$ cat config.mk
export PLATFORM = sky130hd
export DESIGN_NAME = pix_deformat
export DESIGN_NICKNAME = d
export VERILOG_FILES = /design/src/rtl/pd_pkg.sv /design/src/rtl/pd_capture.sv /design/src/rtl/pd_pair.sv /design/src/rtl/pd_rgb_unpack.sv /design/src/rtl/pd_ycc_regroup.sv /design/src/rtl/pix_deformat.sv
export SDC_FILE = /design/constraint.sdc
export NUM_CORES = 1
export LEC_CHECK = 0
export BUFFER_PORTS_ARGS = -buffer_cell sky130_fd_sc_hd__clkbuf_2
export CAP_MARGIN = 20
export CORE_UTILIZATION = 40
export DETAILED_ROUTE_END_ITERATION = 10
export PLACE_DENSITY = 0.67
export SLEW_MARGIN = 0
export SYNTH_ARGS = -nofsm -noshare
export SYNTH_HDL_FRONTEND = slang
export SYNTH_HIERARCHICAL = 1
export SYNTH_SLANG_ARGS = --single-unit
export TNS_END_PERCENT = 100
$ cat constraint.sdc
create_clock -name clk -period 2.7 [get_ports clk]
set_input_delay 0.54 -clock clk [delete_from_list [all_inputs] [get_ports clk]]
set_output_delay 0.54 -clock clk [all_outputs]
set_load 0.01 [all_outputs]
$ cat src/rtl/pd_pkg.sv
package pd_pkg;

  typedef enum logic [2:0] {
    FMT_RGB12_A = 3'd0,
    FMT_RGB12_B = 3'd1,
    FMT_RGB16   = 3'd2,
    FMT_RGB15   = 3'd3,
    FMT_YCC     = 3'd4
  } fmt_e;

  localparam logic [7:0] LUMA_BLANK   = 8'd16;
  localparam logic [7:0] CHROMA_BLANK = 8'd128;

  function automatic logic [7:0] widen5(input logic [4:0] v);
    return {v, v[4:2]};
  endfunction

  function automatic logic [7:0] widen6(input logic [5:0] v);
    return {v, v[5:4]};
  endfunction

  function automatic fmt_e legal_fmt(input logic [2:0] code);
    fmt_e f;
    if (code > 3'd4) f = FMT_RGB12_A;
    else             f = fmt_e'(code);
    return f;
  endfunction

endpackage

$ cat src/rtl/pd_capture.sv
module pd_capture #(
  parameter int IN_W = 12
) (
  input  logic            clk,
  input  logic            rst,
  input  logic            wclk,
  input  logic            edge_sel,
  input  logic            hsync,
  output logic            word_stb,
  output logic            first_word,
  output logic            sync_rise
);

  logic wclk_q;
  logic hs_q;
  logic realign_pend;

  always_ff @(posedge clk) begin
    wclk_q <= wclk;
    hs_q   <= hsync;
  end

  assign sync_rise = hsync & ~hs_q;
  assign word_stb  = edge_sel ? (wclk_q & ~wclk) : (~wclk_q & wclk);
  assign first_word = word_stb & (realign_pend | sync_rise);

  always_ff @(posedge clk) begin
    if (rst)             realign_pend <= 1'b0;
    else if (word_stb)   realign_pend <= 1'b0;
    else if (sync_rise)  realign_pend <= 1'b1;
  end

endmodule

$ cat src/rtl/pd_pair.sv
module pd_pair #(
  parameter int IN_W = 12
) (
  input  logic            clk,
  input  logic            rst,
  input  logic            word_stb,
  input  logic            first_word,
  input  logic [IN_W-1:0] word_in,
  output logic [IN_W-1:0] word_a,
  output logic            pair_stb
);

  logic half_seen;

  assign pair_stb = word_stb & half_seen & ~first_word;

  always_ff @(posedge clk) begin
    if (rst) begin
      half_seen <= 1'b0;
      word_a    <= '0;
    end else if (word_stb) begin
      if (first_word || !half_seen) begin
        word_a    <= word_in;
        half_seen <= 1'b1;
      end else begin
        half_seen <= 1'b0;
      end
    end
  end

endmodule

$ cat src/rtl/pd_rgb_unpack.sv
module pd_rgb_unpack
  import pd_pkg::*;
#(
  parameter int IN_W = 12,
  parameter int C_W  = 8
) (
  input  fmt_e              fmt,
  input  logic [IN_W-1:0]   wa,
  input  logic [IN_W-1:0]   wb,
  output logic [3*C_W-1:0]  rgb
);

  logic [C_W-1:0] r, g, b;

  always_comb begin
    case (fmt)
      FMT_RGB12_B: begin
        b = wa[8:1];
        g = {wb[3:1], wa[0], wb[0], wa[11:9]};
        r = wb[11:4];
      end
      FMT_RGB16: begin
        b = widen5(wa[4:0]);
        g = widen6({wb[2:0], wa[7:5]});
        r = widen5(wb[7:3]);
      end
      FMT_RGB15: begin
        b = widen5(wa[4:0]);
        g = widen5({wb[1:0], wa[7:5]});
        r = widen5(wb[6:2]);
      end
      default: begin
        b = wa[7:0];
        g = {wb[3:0], wa[11:8]};
        r = wb[11:4];
      end
    endcase
    rgb = {r, g, b};
  end

endmodule

$ cat src/rtl/pd_ycc_regroup.sv
module pd_ycc_regroup
  import pd_pkg::*;
#(
  parameter int C_W = 8
) (
  input  logic             clk,
  input  logic             rst,
  input  logic             restart,
  input  logic             pair_stb,
  input  logic             de,
  input  logic [C_W-1:0]   byte_a,
  input  logic [C_W-1:0]   byte_b,
  output logic [3*C_W-1:0] ycc
);

  localparam logic [3*C_W-1:0] BLANK = {LUMA_BLANK, CHROMA_BLANK, CHROMA_BLANK};

  logic           on_cr;
  logic [C_W-1:0] cb_cur, y_first;
  logic           de_first;
  logic [C_W-1:0] y_held, cb_held, cr_held;
  logic           de_held;

  always_comb begin
    if (!on_cr) ycc = de_held  ? {y_held, cr_held, cb_held} : BLANK;
    else        ycc = de_first ? {y_first, byte_a, cb_cur}  : BLANK;
  end

  always_ff @(posedge clk) begin
    if (rst || restart) begin
      on_cr    <= 1'b0;
      cb_cur   <= CHROMA_BLANK;
      y_first  <= LUMA_BLANK;
      de_first <= 1'b0;
      y_held   <= LUMA_BLANK;
      cb_held  <= CHROMA_BLANK;
      cr_held  <= CHROMA_BLANK;
      de_held  <= 1'b0;
    end else if (pair_stb) begin
      on_cr <= ~on_cr;
      if (!on_cr) begin
        cb_cur   <= byte_a;
        y_first  <= byte_b;
        de_first <= de;
      end else begin
        cb_held <= cb_cur;
        cr_held <= byte_a;
        y_held  <= byte_b;
        de_held <= de;
      end
    end
  end

endmodule

$ cat src/rtl/pix_deformat.sv
module pix_deformat
  import pd_pkg::*;
#(
  parameter int IN_W = 12,
  parameter int C_W  = 8
) (
  input  logic             clk,
  input  logic             rst,
  input  logic             wclk,
  input  logic             edge_sel,
  input  logic             hsync,
  input  logic             de,
  input  logic [2:0]       fmt_sel,
  input  logic [IN_W-1:0]  word_in,
  output logic [3*C_W-1:0] pix_out,
  output logic             pix_valid,
  output logic [2:0]       fmt_tag
);

  localparam int PIX_W = 3 * C_W;

  logic             word_stb, first_word, sync_rise, pair_stb;
  logic [IN_W-1:0]  word_a;
  logic [PIX_W-1:0] rgb_pix, ycc_pix;
  fmt_e             fmt_act;

  pd_capture #(.IN_W(IN_W)) u_cap (
    .clk(clk), .rst(rst), .wclk(wclk), .edge_sel(edge_sel), .hsync(hsync),
    .word_stb(word_stb), .first_word(first_word), .sync_rise(sync_rise)
  );

  pd_pair #(.IN_W(IN_W)) u_pair (
    .clk(clk), .rst(rst), .word_stb(word_stb), .first_word(first_word),
    .word_in(word_in), .word_a(word_a), .pair_stb(pair_stb)
  );

  pd_rgb_unpack #(.IN_W(IN_W), .C_W(C_W)) u_rgb (
    .fmt(fmt_act), .wa(word_a), .wb(word_in), .rgb(rgb_pix)
  );

  pd_ycc_regroup #(.C_W(C_W)) u_ycc (
    .clk(clk), .rst(rst), .restart(sync_rise),
    .pair_stb(pair_stb && fmt_act == FMT_YCC), .de(de),
    .byte_a(word_a[C_W-1:0]), .byte_b(word_in[C_W-1:0]), .ycc(ycc_pix)
  );

  always_ff @(posedge clk) begin
    if (rst)            fmt_act <= FMT_RGB12_A;
    else if (sync_rise) fmt_act <= legal_fmt(fmt_sel);
  end

  assign fmt_tag = fmt_act;

  always_ff @(posedge clk) begin
    if (rst) begin
      pix_valid <= 1'b0;
      pix_out   <= '0;
    end else begin
      pix_valid <= pair_stb;
      if (pair_stb) begin
        if (fmt_act == FMT_YCC) pix_out <= ycc_pix;
        else if (de)            pix_out <= rgb_pix;
        else                    pix_out <= '0;
      end
    end
  end

endmodule

Word-level counts from Yosys, hierarchy flattened
Cells that the tools add are included.

Bits in registers: 87. Input port bits: 21. Output and inout bits: 28. Word-level logic and storage cells: 53.

$lt $le $gt $ge: 1. Equality and inequality tests: 4. Multiplexer cells: 11. Bitwise gates (word level): 12. Reduce and logical (&&, ||, !) cells: 9.

Operator list (number): $mux W24 (5); $pmux W8 S2 (2); $pmux W8 S3 (1); $and A1 B1 Y1 (6); $eq A3 B2 Y1 const B (2); $reduce_and A2 Y1 (3); $not A1 Y1 (5); $reduce_or A2 Y1 (2); $eq A3 B1 Y1 const B (1); $eq A3 B3 Y1 const B (1); $gt A3 B3 Y1 const B (1); $mux W3 (1); $logic_or A1 B1 Y1 (2); $mux W1 (2); $logic_and A1 B1 Y1 (1); $logic_not A1 Y1 (1); $or A1 B1 Y1 (1).

Longest topological paths before layout
Gate-level depths: netlist (run 1).

Depth after elaboration: 8. Mapped depth: 13. Gate-level depth less buffers: 9.

Cells and area by module
Netlist (run 1), hierarchy kept.

By module, submodules not included: pd_ycc_regroup (times used 1, cells each 225, area each 1825.5 sq um, seq. area each 860.8 sq um); pix_deformat (times used 1, cells each 153, area each 1290.0 sq um, seq. area each 560.5 sq um); pd_rgb_unpack (times used 1, cells each 95, area each 599.3 sq um, seq. area each 0.0 sq um); pd_pair (times used 1, cells each 57, area each 596.8 sq um, seq. area each 260.2 sq um); pd_capture (times used 1, cells each 10, area each 106.4 sq um, seq. area each 60.1 sq um).

Worst setup path before layout (run 1)
No wires, ideal clock.

Path type: input to register. From: input hsync. To: register u_ycc.y_first[0]. Library setup time: 0.070 ns. Data arrival time: 2.441 ns. Data required time: 2.630 ns. Setup slack: 0.189 ns. Stages on the path: 12. Buffers on the path: 4. Path through: and2b_1 > o21a_1 > inv_1 > and3_2 > clkbuf_1 > clkbuf_1 > and2_1 > nor2b_1 > buf_4 > buf_4 > nand2_1 > a21oi_1.

Word-level cells in the longest chain between the ends: 7. Elaborated cells between the ends (all ways): 8. Classes of those cells: bitwise: 5; reduce/logical: 3.

RTL lines: start: declaration (line pix_deformat.sv:11) `input logic hsync,`; $and A1 B1 Y1 (line pd_capture.sv:23) `assign sync_rise = hsync & ~hs_q;`; $or A1 B1 Y1 (line pd_capture.sv:25) `assign first_word = word_stb & (realign_pend | sync_rise);`; $and A1 B1 Y1 (line pd_capture.sv:25); net first_word (line pix_deformat.sv:22) `logic word_stb, first_word, sync_rise, pair_stb;`; $not A1 Y1 (line pd_pair.sv:15) `assign pair_stb = word_stb & half_seen & ~first_word;`; $and A1 B1 Y1 (line pd_pair.sv:15); net pair_stb (line pix_deformat.sv:22); $logic_and A1 B1 Y1 (line pix_deformat.sv:43) `.pair_stb(pair_stb && fmt_act == FMT_YCC), .de(de),`; $reduce_and A2 Y1 (no line); end signal: assignment (line pd_ycc_regroup.sv:43) `y_first <= byte_b;`; end: declaration (line pd_ycc_regroup.sv:19) `logic [C_W-1:0] cb_cur, y_first;`.

The timed path passes the listed nets, and every way through them passes these cells. A chain may end at the register's enable or synchronous reset.

Worst setup path in the final report (run 1)
From: register u_cap.hs_q. To: register u_ycc.cr_held[2].

Word-level cells in the longest chain between the ends: 8. Elaborated cells between the ends (all ways): 9. Classes of those cells: bitwise: 6; reduce/logical: 3.

RTL lines: start: declaration (line pd_capture.sv:15) `logic hs_q;`; start signal: assignment (line pd_capture.sv:20) `hs_q <= hsync;`; $not A1 Y1 (line pd_capture.sv:23); $and A1 B1 Y1 (line pd_capture.sv:23); net sync_rise (line pix_deformat.sv:22); $or A1 B1 Y1 (line pd_capture.sv:25); $and A1 B1 Y1 (line pd_capture.sv:25); net first_word (line pix_deformat.sv:22); $not A1 Y1 (line pd_pair.sv:15); $and A1 B1 Y1 (line pd_pair.sv:15); net pair_stb (line pix_deformat.sv:22); $logic_and A1 B1 Y1 (line pix_deformat.sv:43); $reduce_and A2 Y1 (no line); end signal: assignment (line pd_ycc_regroup.sv:47) `cr_held <= byte_a;`; end: declaration (line pd_ycc_regroup.sv:21) `logic [C_W-1:0] y_held, cb_held, cr_held;`.

The timed path passes the listed nets, and every way through them passes these cells.

==> metrics.csv, run 1 <==
stage;metric;value;unit
status;outcome;finished, final reports clean;
floorplanning;Initial Util;40.9;%
synthesis;syn_nets;561;
detailed_routing;first-pass iteration count of the detailed router;5;
synthesis;Post-synth EDFFs;0;
detailed_routing;WL met2;5300;um
synthesis;Async S/R FF share, synth;0;%
setup_path;crit start category;register;
placement;routability cong.;0.814;
cells_and_area;Reg area;0.00174;mm2
setup_path;Crit Path Max Fanout;24;
cts;CTS tree;built;
detailed_routing;Met1 Wirelength;5450;um
flow_run;max-cap viol count;0;
cts;post_cts resized;0;
setup_path;Worst Setup End Kind;register;
placement;hpwl dp;8080;um
detailed_routing;Total Routed Length;12000;um
cts;Post-CTS Hold Fix Bufs;0;
pwr;maximum VDD drop;0.221;mV
cells_and_area;area of the multi-input gates;0.00233;mm2
timing;RSZ-0062 raised after global routing;false;
grt;first-pass GRT wire length;19300;um
cts;H-tree levels;3;
floorplanning;die width;107;um
synthesis;Post-Syn Area;0.00442;mm2
grt;pin count of the biggest net entering global routing;56;
synthesis;Syn Area/Cell;8.18;um2
pwr;PwrDens;522;mW/mm2
timing;period utilisation layout;83.9;%
worst_hold_path;hold path cells;1;
pwr;leakage;1.68;nW
setup_path;Critical Setup Path Class;register to register;
synthesis;top cell type's share of synthesized area;39.4;%
cells_and_area;final layout net count;590;
placement;DP Worst Slack;0.134;ns
cts;# clock sinks;87;
cts;clk buf depth;2;
synthesis;YS warnings;6;
timing;FMAX;442;MHz
cts;clk_lat worst skew;0.35;ns
floorplanning;Die Y-Extent;107;um
synthesis;Yosys top cell by area;dfxtp_1;
cells_and_area;area delta synth->final;10.0;%
cts;TritonCTS buffer count;9;
synthesis;post-synthesis sequential element count;87;
setup_path;path depth of the worst reg2reg path;8;
detailed_routing;routed len/inst;16.9;um
detailed_routing;initial DRC count;350;
detailed_routing;vias per cell;5.69;
timing;Max Slew Vio Count;0;
grt;GRT Total Usage;21.7;%
cts;CTS root buf;clkbuf_8;
cells_and_area;share of layout cells above drive strength 1;16.9;%
floorplanning;I/O pin count;49;
setup_path;CP required;2.97;ns
synthesis;synth cell count leaders;nand2_1, dfxtp_1, a21oi_1;
timing;Final Hold Fails;0;
cells_and_area;fillers;1058;
grt;vias in the first global route;3764;
detailed_routing;Via Count;4063;
synthesis;post-synthesis sequential area ratio;39.4;%
detailed_routing;post-route ant nets;0;
timing;worst rel slew slack;36.7;%
detailed_routing;# DRC;0;
grt;initial antenna violation count;0;
cells_and_area;Antenna diodes;0;
worst_hold_path;Hold Crit Class;input pin to register;
timing;Setup WS post-layout;0.436;ns
cts;Worst-path clk slew;0.08;ns
timing;slew of the pin with the lowest slew margin;0.949;ns
timing;final setup skew;0.00530;ns
synthesis;most common cell in the netlist;nand2_1;
floorplanning;core area;0.0108;mm2
synthesis;top post-synthesis cells by area;dfxtp_1, nand2_1, a21oi_1;
cells_and_area;Final Util;45.0;%
pwr;PnR Total Power;2.54;mW
grt;grt ovf;0;
floorplanning;FP Rows;38;
synthesis;Primary FF master, synth;dfxtp_1;
timing;setup TNS;0;ns
synthesis;post-synthesis cell count;540;
timing;count of final setup violators;0;
detailed_routing;DR WL met3;937;um
timing;Final min period;2.26;ns
cts;Post-CTS Setup Bufs;0;
setup_path;CP arrival;2.54;ns
placement;IO buf count;48;
detailed_routing;DR top layer;met4;
floorplanning;die area;0.0115;mm2
synthesis;post-synth cell types;47;
timing;worst hold slack;0.307;ns
## through the flow
| step | cells | area (um2) |
|---|---|---|
| 6_report | 714 | 4860 |
| 5_1_grt | 714 | 4860 |
| 4_1_cts | 714 | 4860 |
| 3_5_place_dp | 698 | 4650 |
| 3_3_place_gp | 698 | 4650 |
| 2_1_floorplan | 540 | 4420 |
## critical path: stages, from the launching register on
cell     delay (ns)
dfxtp_1        0.31
and2b_1        0.18
o21a_1         0.16
inv_1          0.11
and3_2         0.20
and2_1         0.20
and2_1         0.73
nand2_1        0.12
a21oi_1        0.18
## power by group
part           internal (mW)  leakage [nW]  switching (mW)
sequential              1.31         0.704          0.0351
clock                  0.477         0.105           0.463
combinational         0.0975         0.874           0.153
total                   1.88          1.68           0.651
## area by class of cell
type	count	area share [%]
sequential	87	35.8
tap	140	3.60
clock buffer	11	3.11
multi-input combinational	396	48.0
inverter	10	0.772
timing repair buffer	65	7.57
clock inverter	5	1.16
## layout by cell type, fill, tap and decap left out, types with 2 or more instances in the layout
master,count
o211ai_1,5
nand3_1,21
or2b_1,2
a211oi_1,2
o21ai_1,2
nand2_1,112
a22oi_1,9
nand3_2,4
nor3_1,2
nor2b_1,14
clkbuf_2,48
clkinv_2,2
a221oi_1,3
nor3b_1,3
a21oi_2,3
nor2_1,30
nand3b_1,3
inv_1,10
a311oi_1,24
o21ai_0,14
a32o_1,8
a31oi_1,3
mux2_2,3
clkbuf_8,11
a222oi_1,2
buf_4,17
nand2b_1,30
a21oi_1,46
dfxtp_1,87
mux2i_1,21
and2_1,3
a22o_1,12
o22ai_1,5
## registers in the layout (all words and copies together) (netlist names), 3 cells and up
name / cells
u_pair/word_a: 12
pix_out: 24
u_ycc/cb_cur: 8
fmt_tag: 3
u_ycc/y_first: 8
u_ycc/cb_held: 8
u_ycc/y_held: 8
u_ycc/cr_held: 8
## path summary, 6_finish.rpt
path / slack [ns] / startpoint / end
worst min-delay path: 0.31 / hsync / u_cap/hs_q$_DFF_P_
worst max register to register: 0.44 / u_cap/hs_q$_DFF_P_ / u_ycc/cr_held[2]$_SDFFE_PP0P_
worst min register to register: 0.46 / u_ycc/y_first[3]$_SDFFE_PP0P_ / u_ycc/y_first[3]$_SDFFE_PP0P_
worst max-delay path: 0.44 / u_cap/hs_q$_DFF_P_ / u_ycc/cr_held[2]$_SDFFE_PP0P_
## routing by layer
layer  track usage (%)  vias to the layer above
li1                  -                     1950
met1              29.4                     1913
met2              32.6                      171
met3              4.50                       29
met4              10.6                        0
met5                 0                        -
## cell families after synthesis
family | count (synthesis) | share of synthesized area [%]
and+or+nand+nor | 231 | 25.0
buffers and inverters | 57 | 7.82
AOI/OAI and AO/OA | 141 | 22.3
DFF | 87 | 39.4
muxes | 24 | 5.52
No activity file was read; power rests on OpenSTA's default activity.
==> inputs of run 2 (changes only) <==
==> constraint.sdc (replaced) <==
create_clock -name clk -period 2.1 [get_ports clk]
set_input_delay 0.42 -clock clk [delete_from_list [all_inputs] [get_ports clk]]
set_output_delay 0.42 -clock clk [all_outputs]
set_load 0.01 [all_outputs]
==> metrics.csv, run 2 (synthesis gave the netlist of run 1 again) <==
stage;metric;value;unit
status;outcome;finished, final reports clean;
cells_and_area;Antenna diodes;0;
cells_and_area;fillers;1072;
timing;setup TNS;0;ns
cts;Worst-path clk slew;0.09;ns
floorplanning;FP Rows;38;
floorplanning;Die Y-Extent;107;um
grt;initial antenna violation count;0;
cts;TritonCTS buffer count;9;
timing;count of final setup violators;0;
cells_and_area;final layout net count;606;
cells_and_area;max FFs per register;24;
setup_path;crit start category;register;
cells_and_area;Largest Register;pix_out;
detailed_routing;# DRC;0;
cts;CTS root buf;clkbuf_8;
placement;hpwl dp;8460;um
cells_and_area;area delta synth->final;14.6;%
placement;IO buf count;48;
timing;RSZ-0062 raised after global routing;false;
timing;final setup skew;0.0103;ns
detailed_routing;Total Routed Length;12200;um
pwr;maximum VDD drop;0.461;mV
timing;period utilisation layout;89.7;%
cells_and_area;commonest non-fill, non-tap cell in the layout;nand2_1;
detailed_routing;initial DRC count;245;
timing;Final Hold Fails;0;
flow_run;max-cap viol count;0;
timing;Final min period;1.88;ns
cts;clk_lat worst skew;0.37;ns
detailed_routing;post-route ant nets;0;
setup_path;CP arrival;2.18;ns
cts;# clock sinks;87;
pwr;leakage;1.80;nW
floorplanning;I/O pin count;49;
placement;routability cong.;0.816;
placement;DP Cell Count;714;
setup_path;R2R Path Start;u_cap/wclk_q$_DFF_P_;
pwr;PnR Total Power;3.37;mW
detailed_routing;vias per cell;5.60;
setup_path;Crit Path Max Fanout;7;
timing;worst rel slew slack;59.0;%
cts;Post-CTS Setup Bufs;0;
timing;Max Slew Vio Count;0;
cts;clk buf depth;2;
cells_and_area;non-filler instance count after layout;730;
setup_path;Worst Setup End Kind;register;
pwr;PwrDens;665;mW/mm2
grt;grt ovf;0;
setup_path;CP required;2.40;ns
timing;FMAX;531;MHz
grt;first-pass GRT wire length;20000;um
setup_path;Critical Setup Path Class;register to register;
timing;slew of the pin with the lowest slew margin;0.615;ns
cells_and_area;Final Util;46.9;%
cts;CTS tree;built;
detailed_routing;first-pass iteration count of the detailed router;6;
floorplanning;core area;0.0108;mm2
detailed_routing;routed len/inst;16.7;um
cts;H-tree levels;3;
cells_and_area;area of the multi-input gates;0.00236;mm2
timing;worst hold slack;0.155;ns
worst_hold_path;Hold Crit Start;hsync;
setup_path;Critical Path Start;u_cap/wclk_q$_DFF_P_;
detailed_routing;Via Count;4086;
floorplanning;die width;107;um
worst_hold_path;Hold Crit Class;input pin to register;
cells_and_area;top flop regs;pix_out (24), u_pair/word_a (12);
floorplanning;die area;0.0115;mm2
grt;pin count of the biggest net entering global routing;51;
cells_and_area;Reg area;0.00174;mm2
floorplanning;Initial Util;40.9;%
grt;GRT Total Usage;22.6;%
cells_and_area;share of layout cells above drive strength 1;20.2;%
grt;vias in the first global route;3881;
cells_and_area;most frequent cells in the layout;nand2_1, dfxtp_1, clkbuf_2;
-- run 2: area by class of cell --
| type | count | share of cell area, % |
|---|---|---|
| Inverter | 10 | 0.741 |
| Tap cell | 140 | 3.46 |
| Clock buffer | 10 | 2.72 |
| Sequential cell | 87 | 34.4 |
| Clock inverter | 6 | 1.66 |
| Timing Repair Buffer | 81 | 10.4 |
| Multi-Input combinational cell | 396 | 46.6 |
-- run 2: routing by layer --
layer	up-vias	GRT usage [%]	part of all wire, %
li1	1988	-	-
met1	1938	30.0	47
met2	141	36.3	46
met3	19	4.26	5.7
met4	0	8.22	1.6
met5	-	0	0
-- run 2: worst paths after layout --
kind                                    to  slack [ns]  depth (start not counted)
max          u_ycc/y_first[3]$_SDFFE_PP0P_        0.22                         10
min                     u_cap/hs_q$_DFF_P_        0.15                          1
max reg2reg  u_ycc/y_first[3]$_SDFFE_PP0P_        0.22                         10
min reg2reg   u_ycc/y_held[6]$_SDFFE_PP0P_        0.46                          2
-- run 2: timing repair --
action / in CTS / in global routing
setup endpoints to repair: 0 / 1
endpoints found under the hold margin: 0 / 0
hold buffers: 0 / 0
resized for setup: 0 / 1
-- run 2: worst max-delay path, cell delays in order (launching register included) --
cell and delay (ns):
dfxtp_1 0.38, nand3b_1 0.13, o21ai_4 0.11, o21a_1 0.17
inv_2 0.06, and3_4 0.18, and2_4 0.15, nand2b_1 0.21
buf_4 0.21, nand2_1 0.06, a21oi_1 0.13
-- run 2: stage by stage --
stage	area [um2]	setup WS, ns
after floorplan	4470	-0.0650
after global placement	4840	0.0711
after detailed placement	4840	-0.0197
after CTS	5060	0.171
after global routing	5060	0.0605
final	5060	0.217
-- run 2: where the power goes --
part           total, mW  switching (mW)  internal, mW
registers           1.73          0.0417          1.68
logic              0.338           0.199         0.139
clock network       1.30           0.606         0.698
total               3.37           0.847          2.52
